===== src/rtl/sb_arb_pkg.sv =====
package sb_arb_pkg;

    localparam int DEF_UNITS = 4;
    localparam int DEF_DEP_W = 6;

    // Per-unit control state
    typedef struct packed {
        logic issue_q;   // issue level seen last cycle
        logic busy;      // instruction in flight
        logic rd_arm;    // read release flag
        logic wr_arm;    // write release flag
    } unit_state_t;

    // Request and grant pair for one unit
    typedef struct packed {
        logic rd;
        logic wr;
    } rw_pair_t;

    function automatic logic next_arm(input logic arm, input logic edge_set, input logic grant_clr);
        // issue edge outranks a grant in the same cycle
        if (edge_set)       return 1'b1;
        else if (grant_clr) return 1'b0;
        else                return arm;
    endfunction

endpackage


===== src/rtl/sb_fixed_pick.sv =====
module sb_fixed_pick #(
    parameter int WIDTH = 4
) (
    input  logic             clk,
    input  logic             rst,
    input  logic [WIDTH-1:0] req_i,
    output logic [WIDTH-1:0] grant_o
);

    localparam logic [WIDTH-1:0] ONE = {{(WIDTH-1){1'b0}}, 1'b1};

    genvar g;
    generate
        for (g = 0; g < WIDTH; g++) begin : g_slot
            if (g == 0) begin : g_top
                assign grant_o[g] = req_i[g];
            end else begin : g_rest
                assign grant_o[g] = req_i[g] & ~(|req_i[g-1:0]);
            end
        end
    endgenerate

    AST_GRANT_ONEHOT: assert property (@(posedge clk) disable iff (rst)
        $onehot0(grant_o));

    AST_GRANT_IN_REQ: assert property (@(posedge clk) disable iff (rst)
        (grant_o & ~req_i) == '0);

    AST_LOWEST_WINS: assert property (@(posedge clk) disable iff (rst)
        (grant_o != '0) |-> ((req_i & (grant_o - ONE)) == '0));

    AST_NO_IDLE_PICK: assert property (@(posedge clk) disable iff (rst)
        (req_i != '0) |-> (grant_o != '0));

endmodule


===== src/rtl/sb_unit_ctl.sv =====
module sb_unit_ctl
    import sb_arb_pkg::*;
(
    input  logic clk,
    input  logic rst,
    input  logic issue_i,
    input  logic done_i,
    input  logic rd_free_i,
    input  logic wr_free_i,
    input  logic go_rd_i,
    input  logic go_wr_i,
    output logic rd_req_o,
    output logic wr_req_o,
    output logic busy_o
);

    unit_state_t st;
    logic        issue_edge;
    logic        release_busy;

    assign issue_edge   = issue_i & ~st.issue_q;
    assign release_busy = done_i & ~st.wr_arm;

    assign rd_req_o = st.busy & st.rd_arm & rd_free_i;
    assign wr_req_o = st.busy & st.wr_arm & wr_free_i;
    assign busy_o   = st.busy;

    always_ff @(posedge clk) begin
        if (rst) begin
            st <= '0;
        end else begin
            st.issue_q <= issue_i;
            st.rd_arm  <= next_arm(st.rd_arm, issue_edge, go_rd_i);
            st.wr_arm  <= next_arm(st.wr_arm, issue_edge, go_wr_i);
            if (issue_edge)
                st.busy <= 1'b1;
            else if (release_busy)
                st.busy <= 1'b0;
        end
    end

    AST_GRANT_NEEDS_BUSY: assert property (@(posedge clk) disable iff (rst)
        (go_rd_i || go_wr_i) |-> st.busy);

    AST_RD_ONCE: assert property (@(posedge clk) disable iff (rst)
        (go_rd_i && !issue_edge) |=> !rd_req_o);

    AST_WR_ONCE: assert property (@(posedge clk) disable iff (rst)
        (go_wr_i && !issue_edge) |=> !wr_req_o);

    AST_HELD_NO_REARM: assert property (@(posedge clk) disable iff (rst)
        (issue_i && st.issue_q && !st.rd_arm) |=> !st.rd_arm);

    AST_BUSY_ON_ISSUE: assert property (@(posedge clk) disable iff (rst)
        issue_edge |=> st.busy);

    AST_EARLY_DONE: assert property (@(posedge clk) disable iff (rst)
        (done_i && st.busy && st.wr_arm && !go_wr_i) |=> st.busy);

    AST_ISSUE_BEATS_GRANT: assert property (@(posedge clk) disable iff (rst)
        (go_rd_i && issue_edge) |=> st.rd_arm);

    AST_RESET_CLEAR: assert property (@(posedge clk)
        rst |=> (!st.busy && !st.rd_arm && !st.wr_arm));

endmodule


===== src/rtl/sb_go_arbiter.sv =====
module sb_go_arbiter
    import sb_arb_pkg::*;
#(
    parameter int N_UNITS = DEF_UNITS,
    parameter int DEP_W   = DEF_DEP_W
) (
    input  logic                            clk,
    input  logic                            rst,
    input  logic [N_UNITS-1:0]              issue_i,
    input  logic [N_UNITS-1:0]              done_i,
    input  logic [N_UNITS-1:0][DEP_W-1:0]   rd_dep_i,
    input  logic [N_UNITS-1:0][DEP_W-1:0]   wr_dep_i,
    output logic [N_UNITS-1:0]              go_rd_o,
    output logic [N_UNITS-1:0]              go_wr_o,
    output logic [N_UNITS-1:0]              busy_o
);

    rw_pair_t [N_UNITS-1:0] req;
    logic     [N_UNITS-1:0] rd_req_vec;
    logic     [N_UNITS-1:0] wr_req_vec;

    genvar u;
    generate
        for (u = 0; u < N_UNITS; u++) begin : g_unit
            logic rd_free;
            logic wr_free;
            assign rd_free = ~(|rd_dep_i[u]);
            assign wr_free = ~(|wr_dep_i[u]);

            sb_unit_ctl u_ctl (
                .clk       (clk),
                .rst       (rst),
                .issue_i   (issue_i[u]),
                .done_i    (done_i[u]),
                .rd_free_i (rd_free),
                .wr_free_i (wr_free),
                .go_rd_i   (go_rd_o[u]),
                .go_wr_i   (go_wr_o[u]),
                .rd_req_o  (req[u].rd),
                .wr_req_o  (req[u].wr),
                .busy_o    (busy_o[u])
            );

            assign rd_req_vec[u] = req[u].rd;
            assign wr_req_vec[u] = req[u].wr;

            AST_RD_DEP_CLEAR: assert property (@(posedge clk) disable iff (rst)
                go_rd_o[u] |-> (rd_dep_i[u] == '0));

            AST_WR_DEP_CLEAR: assert property (@(posedge clk) disable iff (rst)
                go_wr_o[u] |-> (wr_dep_i[u] == '0));
        end
    endgenerate

    sb_fixed_pick #(.WIDTH(N_UNITS)) u_rd_pick (
        .clk     (clk),
        .rst     (rst),
        .req_i   (rd_req_vec),
        .grant_o (go_rd_o)
    );

    sb_fixed_pick #(.WIDTH(N_UNITS)) u_wr_pick (
        .clk     (clk),
        .rst     (rst),
        .req_i   (wr_req_vec),
        .grant_o (go_wr_o)
    );

    AST_PICKERS_INDEPENDENT: assert property (@(posedge clk) disable iff (rst)
        ((rd_req_vec != '0) && (wr_req_vec != '0)) |-> ((go_rd_o != '0) && (go_wr_o != '0)));

endmodule


===== config.mk =====
export PLATFORM = sky130hd
export DESIGN_NAME = sb_go_arbiter
export DESIGN_NICKNAME = d
export VERILOG_FILES = /design/src/rtl/sb_arb_pkg.sv /design/src/rtl/sb_fixed_pick.sv /design/src/rtl/sb_unit_ctl.sv /design/src/rtl/sb_go_arbiter.sv
export SDC_FILE = /design/constraint.sdc
export NUM_CORES = 1
export LEC_CHECK = 0
export ABC_AREA = 0
export ABC_CLOCK_PERIOD_IN_PS = 1940
export BUFFER_PORTS_ARGS = -buffer_cell sky130_fd_sc_hd__buf_4
export CORE_UTILIZATION = 34
export CTS_CLUSTER_DIAMETER = 80
export DETAILED_ROUTE_END_ITERATION = 6
export PLACE_DENSITY = 0.75
export REMOVE_ABC_BUFFERS = 1
export SYNTH_ARGS = -nofsm -noshare
export SYNTH_HDL_FRONTEND = slang
export SYNTH_SLANG_ARGS = --single-unit
export TNS_END_PERCENT = 30

===== constraint.sdc =====
create_clock -name clk -period 1.94 [get_ports clk]
set_clock_uncertainty 0.15 [all_clocks]
set_input_delay 0.388 -clock clk [delete_from_list [all_inputs] [get_ports clk]]
set_output_delay 0.388 -clock clk [all_outputs]
set_load 0.05 [all_outputs]

==> results.tsv, run 1 <==
metric	value	unit
status	finished with violations	
failing checks	negative setup slack	
vias in the first global route	909	
synth warn	0	
Clock Latency Late Sink	280	ps
clk buf depth	2	
sw power	192	uW
total CTS buffers	3	
ant diodes	0	
switching share of power	25.1	%
Final period util	117	%
CTS H-tree depth	1	
max-cap violations	0	
Reg2Reg Setup Slack	450	ps
# setup viols final	8	
pin count of the biggest net entering global routing	18	
layout net count	225	
Final Critical Period	2260	ps
Area after DPL	0.00134	mm^2
cells along the critical path	buf_6 -> or4_4 -> nor4_4 -> and4b_4 -> buf_8	
kind of critical path	in -> out	
Min-Delay Path Depth	2	
final hold vios	0	
first-pass GRT wire length	3620	um
ys async rst share	0	%
Vias	939	
post-route DRC violation count	0	
setup tns final	-2310	ps
Die ar.	0.00268	mm^2
sequential area share after synthesis	38.1	%
cell-internal power	573	uW
CTS clk-pin slew, worst paths	100	ps
total track usage	18.1	%
static leakage	0.000699	uW
Hold Path End	g_unit[0].u_ctl.st[3]	
synth top area cells	dfxtp_1 (38%), buf_4 (11%), nor4_4 (5.1%), a21oi_1 (4.8%), nand2b_1 (4.5%)	
worst r2r src	g_unit[3].u_ctl.busy_o	
Worst R2R Path Depth	5	
Tightest Pin Transition	335	ps
Power Total	765	uW
Cell Count, Final, Fillers Out	194	
CTS tree	yes	
first drt pass iteration count	3	
CP max stage cell	or4_4	
Yosys top cell area share	38.1	%
area leader, netlist	dfxtp_1	
Initial Util	36.9	%
Cells after Synth	96	
CP startpoint kind	input pin	
unrepaired setup endpoints after global routing	true	
worst-path fanout max	3	
Worst EP required	1400	ps
share of power burned in registers	48.4	%
Final GP Congestion	0.716	
clock share of power	28.8	%
Hold Path Class	in -> reg	
post-route ant nets	0	
std cell rows	17	
drt initial violations	2	
Vias/cell	4.84	
# IOs	70	
port bufs	69	
worst hold slack	178	ps
fmax	0.442	GHz
final worst slack	-323	ps
Wirelength per Cell	12.0	um
top-count cell post-synth	dfxtp_1	
Cell Pwr Density	514	mW/mm^2
core area	0.00228	mm^2
relative slew slack	77.4	%
syn_area_per_cell	8.76	um^2
critical path arrival	1730	ps
mapped cell area	841	um^2
Crit. End Element	primary output	
Die Width	51.7	um
Main synth FF type	dfxtp_1	
synth unique cells	20	
Comb pwr share	22.8	%
placed insts	185	
most common library cells after synthesis	dfxtp_1 (16), buf_4 (12), a21oi_1 (8), nand2_1 (8)	
RR Endpoint	g_unit[3].u_ctl.st[1]	
FF+latch count, synth	16	
fin area	0.00149	mm^2
root buffer cell	clkbuf_4	
hpwl dp	1830	um
hold path startpoint	issue_i[0]	
DRT Wirelength	2330	um
CP peak stage delay	530	ps
Remaining Overflow, GRT	0	
VDD IR-drop max	394	uV
Post-synth EDFFs	0	
Area Growth Syn to Fin	76.9	%
share of layout cells above drive strength 1	56.6	%
initial antenna violation count	0	
Sink Count	16	
chip height	51.7	um
Slew Limit Fails	0	
## sequential cells by signal (all words and copies together) (netlist names)
register	count
g_unit.u_ctl.busy_o	4
g_unit.u_ctl.st	12
## layer usage
metal | share of wire (%) | GRT usage (%)
met1 | 39 | 20.4
met5 | 0 | 0
met4 | 0.52 | 4.05
met3 | 9.6 | 4.68
met2 | 50 | 33.8
## layout make-up
cell class | instances | area (um^2)
well taps | 28 | 35.0
fillers | 179 | 788
clock buffers | 4 | 36.3
repair buffers | 79 | 657
inverters | 5 | 18.8
multi-input cells | 62 | 420
flip-flops and latches | 16 | 320
## cell usage in the layout, fill, tap and decap left out, drive strengths merged
| cell | instances |
|---|---|
| dfxtp | 16 |
| nand4 | 4 |
| o21ai | 6 |
| nand2b | 6 |
| clkbuf | 4 |
| nor2b | 4 |
| o22ai | 4 |
| nor3b | 2 |
| buf | 79 |
| or4 | 4 |
| inv | 5 |
| nand2 | 8 |
| a21oi | 8 |
| nor4 | 8 |
| nor2 | 6 |
| and4b | 2 |
## timing repair
action	CTS	global route
buffers inserted	3	2
pin swaps	4	2
hold buffers	0	0
endpoints found under the setup margin	8	9
resized for setup	16	4
## power by group through the flow
stage	Clock, uW	Combinational (uW)	Sequential, uW
2_1_floorplan	0	40.1	394
3_3_place_gp	0	168	376
3_5_place_dp	0	172	377
4_1_cts	226	175	370
5_1_grt	240	187	373
6_report	220	174	370
## through the flow
step / worst slack, ps / util, %
floorplan: -684 / -
global placement: -382 / 58.8
detailed placement: -433 / 58.8
CTS: -393 / 64.0
global route: -347 / 65.4
finish: -323 / 65.4
## critical path, delay by kind of cell
family,cells,cell delay (ps)
and+or+nand+nor,3,1100
buffers and inverters,2,240
## kinds of logic (layout without fill, tap and decap cells)
logic type | count (synthesis) | count (layout) | synth area share, %
buffers and inverters | 18 | 88 | 13.4
AND/OR/NAND/NOR | 44 | 44 | 35.7
flip-flops | 16 | 16 | 38.1
AO/OA/AOI/OAI | 18 | 18 | 12.8
## how the worst max path moves through the flow
stage | endpoint | start
after floorplan | go_rd_o[2] | rd_dep_i[3]
after global placement | go_wr_o[3] | wr_dep_i[3]
after detailed placement | go_wr_o[3] | wr_dep_i[3]
after CTS | go_wr_o[3] | wr_dep_i[4]
after global routing | go_rd_o[3] | rd_dep_i[4]
final | go_rd_o[3] | rd_dep_i[4]
Power figures use the tool's default switching activity.
==> run 2, diff against run 1 <==
Settings changed: RECOVER_POWER from default to 25.
==> results.tsv, run 2 (synthesis gave the netlist of run 1 again) <==
metric	value	unit
unrepaired setup endpoints after global routing	true	
drt initial violations	2	
critical path arrival	1730	ps
max FFs per register	12	
kind of critical path	in -> out	
worst slack, placed	-433	ps
first-pass GRT wire length	3620	um
Clock Latency Late Sink	280	ps
Crit. End Element	primary output	
RR Endpoint	g_unit[3].u_ctl.st[1]	
Die Width	51.7	um
Slew Limit Fails	0	
total track usage	18.1	%
most frequent cells in the layout	buf_4 (65), dfxtp_1 (16), buf_6 (9)	
worst r2r src	g_unit[3].u_ctl.busy_o	
fmax	0.442	GHz
Vias	939	
worst-path fanout max	3	
Initial Util	36.9	%
Area Growth Syn to Fin	76.5	%
VDD IR-drop max	394	uV
Tightest Pin Transition	779	ps
first drt pass iteration count	3	
Post-CTS Hold Buffers	0	
Final Critical Period	2260	ps
DRT Wirelength	2330	um
core area	0.00228	mm^2
post-route DRC violation count	0	
hpwl dp	1830	um
pin count of the biggest net entering global routing	18	
layout net count	225	
setup tns final	-2310	ps
# IOs	70	
CP startpoint kind	input pin	
post-route ant nets	0	
Cell Pwr Density	515	mW/mm^2
static leakage	0.000695	uW
vias in the first global route	909	
max-cap violations	0	
share of layout cells above drive strength 1	56.0	%
std cell rows	17	
Sink Count	16	
CTS clk-pin slew, worst paths	100	ps
status	finished with violations	
Reg2Reg Setup Slack	420	ps
Worst EP required	1400	ps
ant diodes	0	
Final period util	117	%
root buffer cell	clkbuf_4	
Reg with most FFs	g_unit.u_ctl.st	
Layout Utilization	65.2	%
final worst slack	-323	ps
clk buf depth	2	
Critical Path Sink	go_rd_o[3]	
relative slew slack	48.1	%
Vias/cell	4.84	
Hold Path Class	in -> reg	
Remaining Overflow, GRT	0	
# setup viols final	8	
port bufs	69	
worst setup path start	rd_dep_i[4]	
Worst R2R Path Depth	5	
CTS H-tree depth	1	
Cell Count, Final, Fillers Out	194	
Die ar.	0.00268	mm^2
total CTS buffers	3	
final hold vios	0	
Final GP Congestion	0.716	
failing checks	negative setup slack	
initial antenna violation count	0	
commonest non-fill, non-tap cell in the layout	buf_4	
placed insts	185	
Wirelength per Cell	12.0	um
CTS tree	yes	
chip height	51.7	um
## run 2: through the flow
step                      power [uW]  instance area (um^2)  hold WS, ps
after floorplan                  434                   747          295
after global placement           543                  1340          310
after global routing             800                  1480          178
final                            764                  1480          178
after CTS                        771                  1460          176
after detailed placement         549                  1340          324
## run 2: layout make-up
class,count,area (um^2)
inverters,5,18.8
flip-flops and latches,16,320
repair buffers,79,653
fillers,181,792
clock buffers,4,36.3
multi-input cells,62,420
well taps,28,35.0
## run 2: per-layer routing
layer,routed length [um],global-route usage (%),part of all wire [%]
met4,12,4.05,0.52
met5,0,0,0
met2,1170,33.8,50
met3,228,4.68,9.8
met1,916,20.4,39
## run 2: critical path, stage by stage
cell and delay (ps):
buf_6 90, or4_4 530, nor4_4 300, and4b_4 270, buf_8 150
## run 2: timing repair
action / CTS / global route
setup buffers: 3 / 2
hold endpoints to repair: 0 / 0
resized for setup: 16 / 4
pin swaps: 4 / 2
setup endpoints to repair: 8 / 9
## run 2: power breakdown
| part | internal [uW] | total (uW) | switching, uW |
|---|---|---|---|
| combinational | 104 | 173 | 69.1 |
| sequential | 354 | 370 | 16.4 |
| clock | 114 | 220 | 106 |
| total | 572 | 764 | 192 |
## run 2: how the worst min path moves through the flow
stage	end	start	depth (start not counted)
floorplan	g_unit[0].u_ctl.st[1]	g_unit[0].u_ctl.st[1]	2
global placement	g_unit[2].u_ctl.st[1]	g_unit[2].u_ctl.st[1]	2
detailed placement	g_unit[2].u_ctl.st[1]	g_unit[2].u_ctl.st[1]	2
CTS	g_unit[0].u_ctl.st[3]	issue_i[0]	2
global route	g_unit[1].u_ctl.st[3]	issue_i[1]	2
finish	g_unit[0].u_ctl.st[3]	issue_i[0]	2
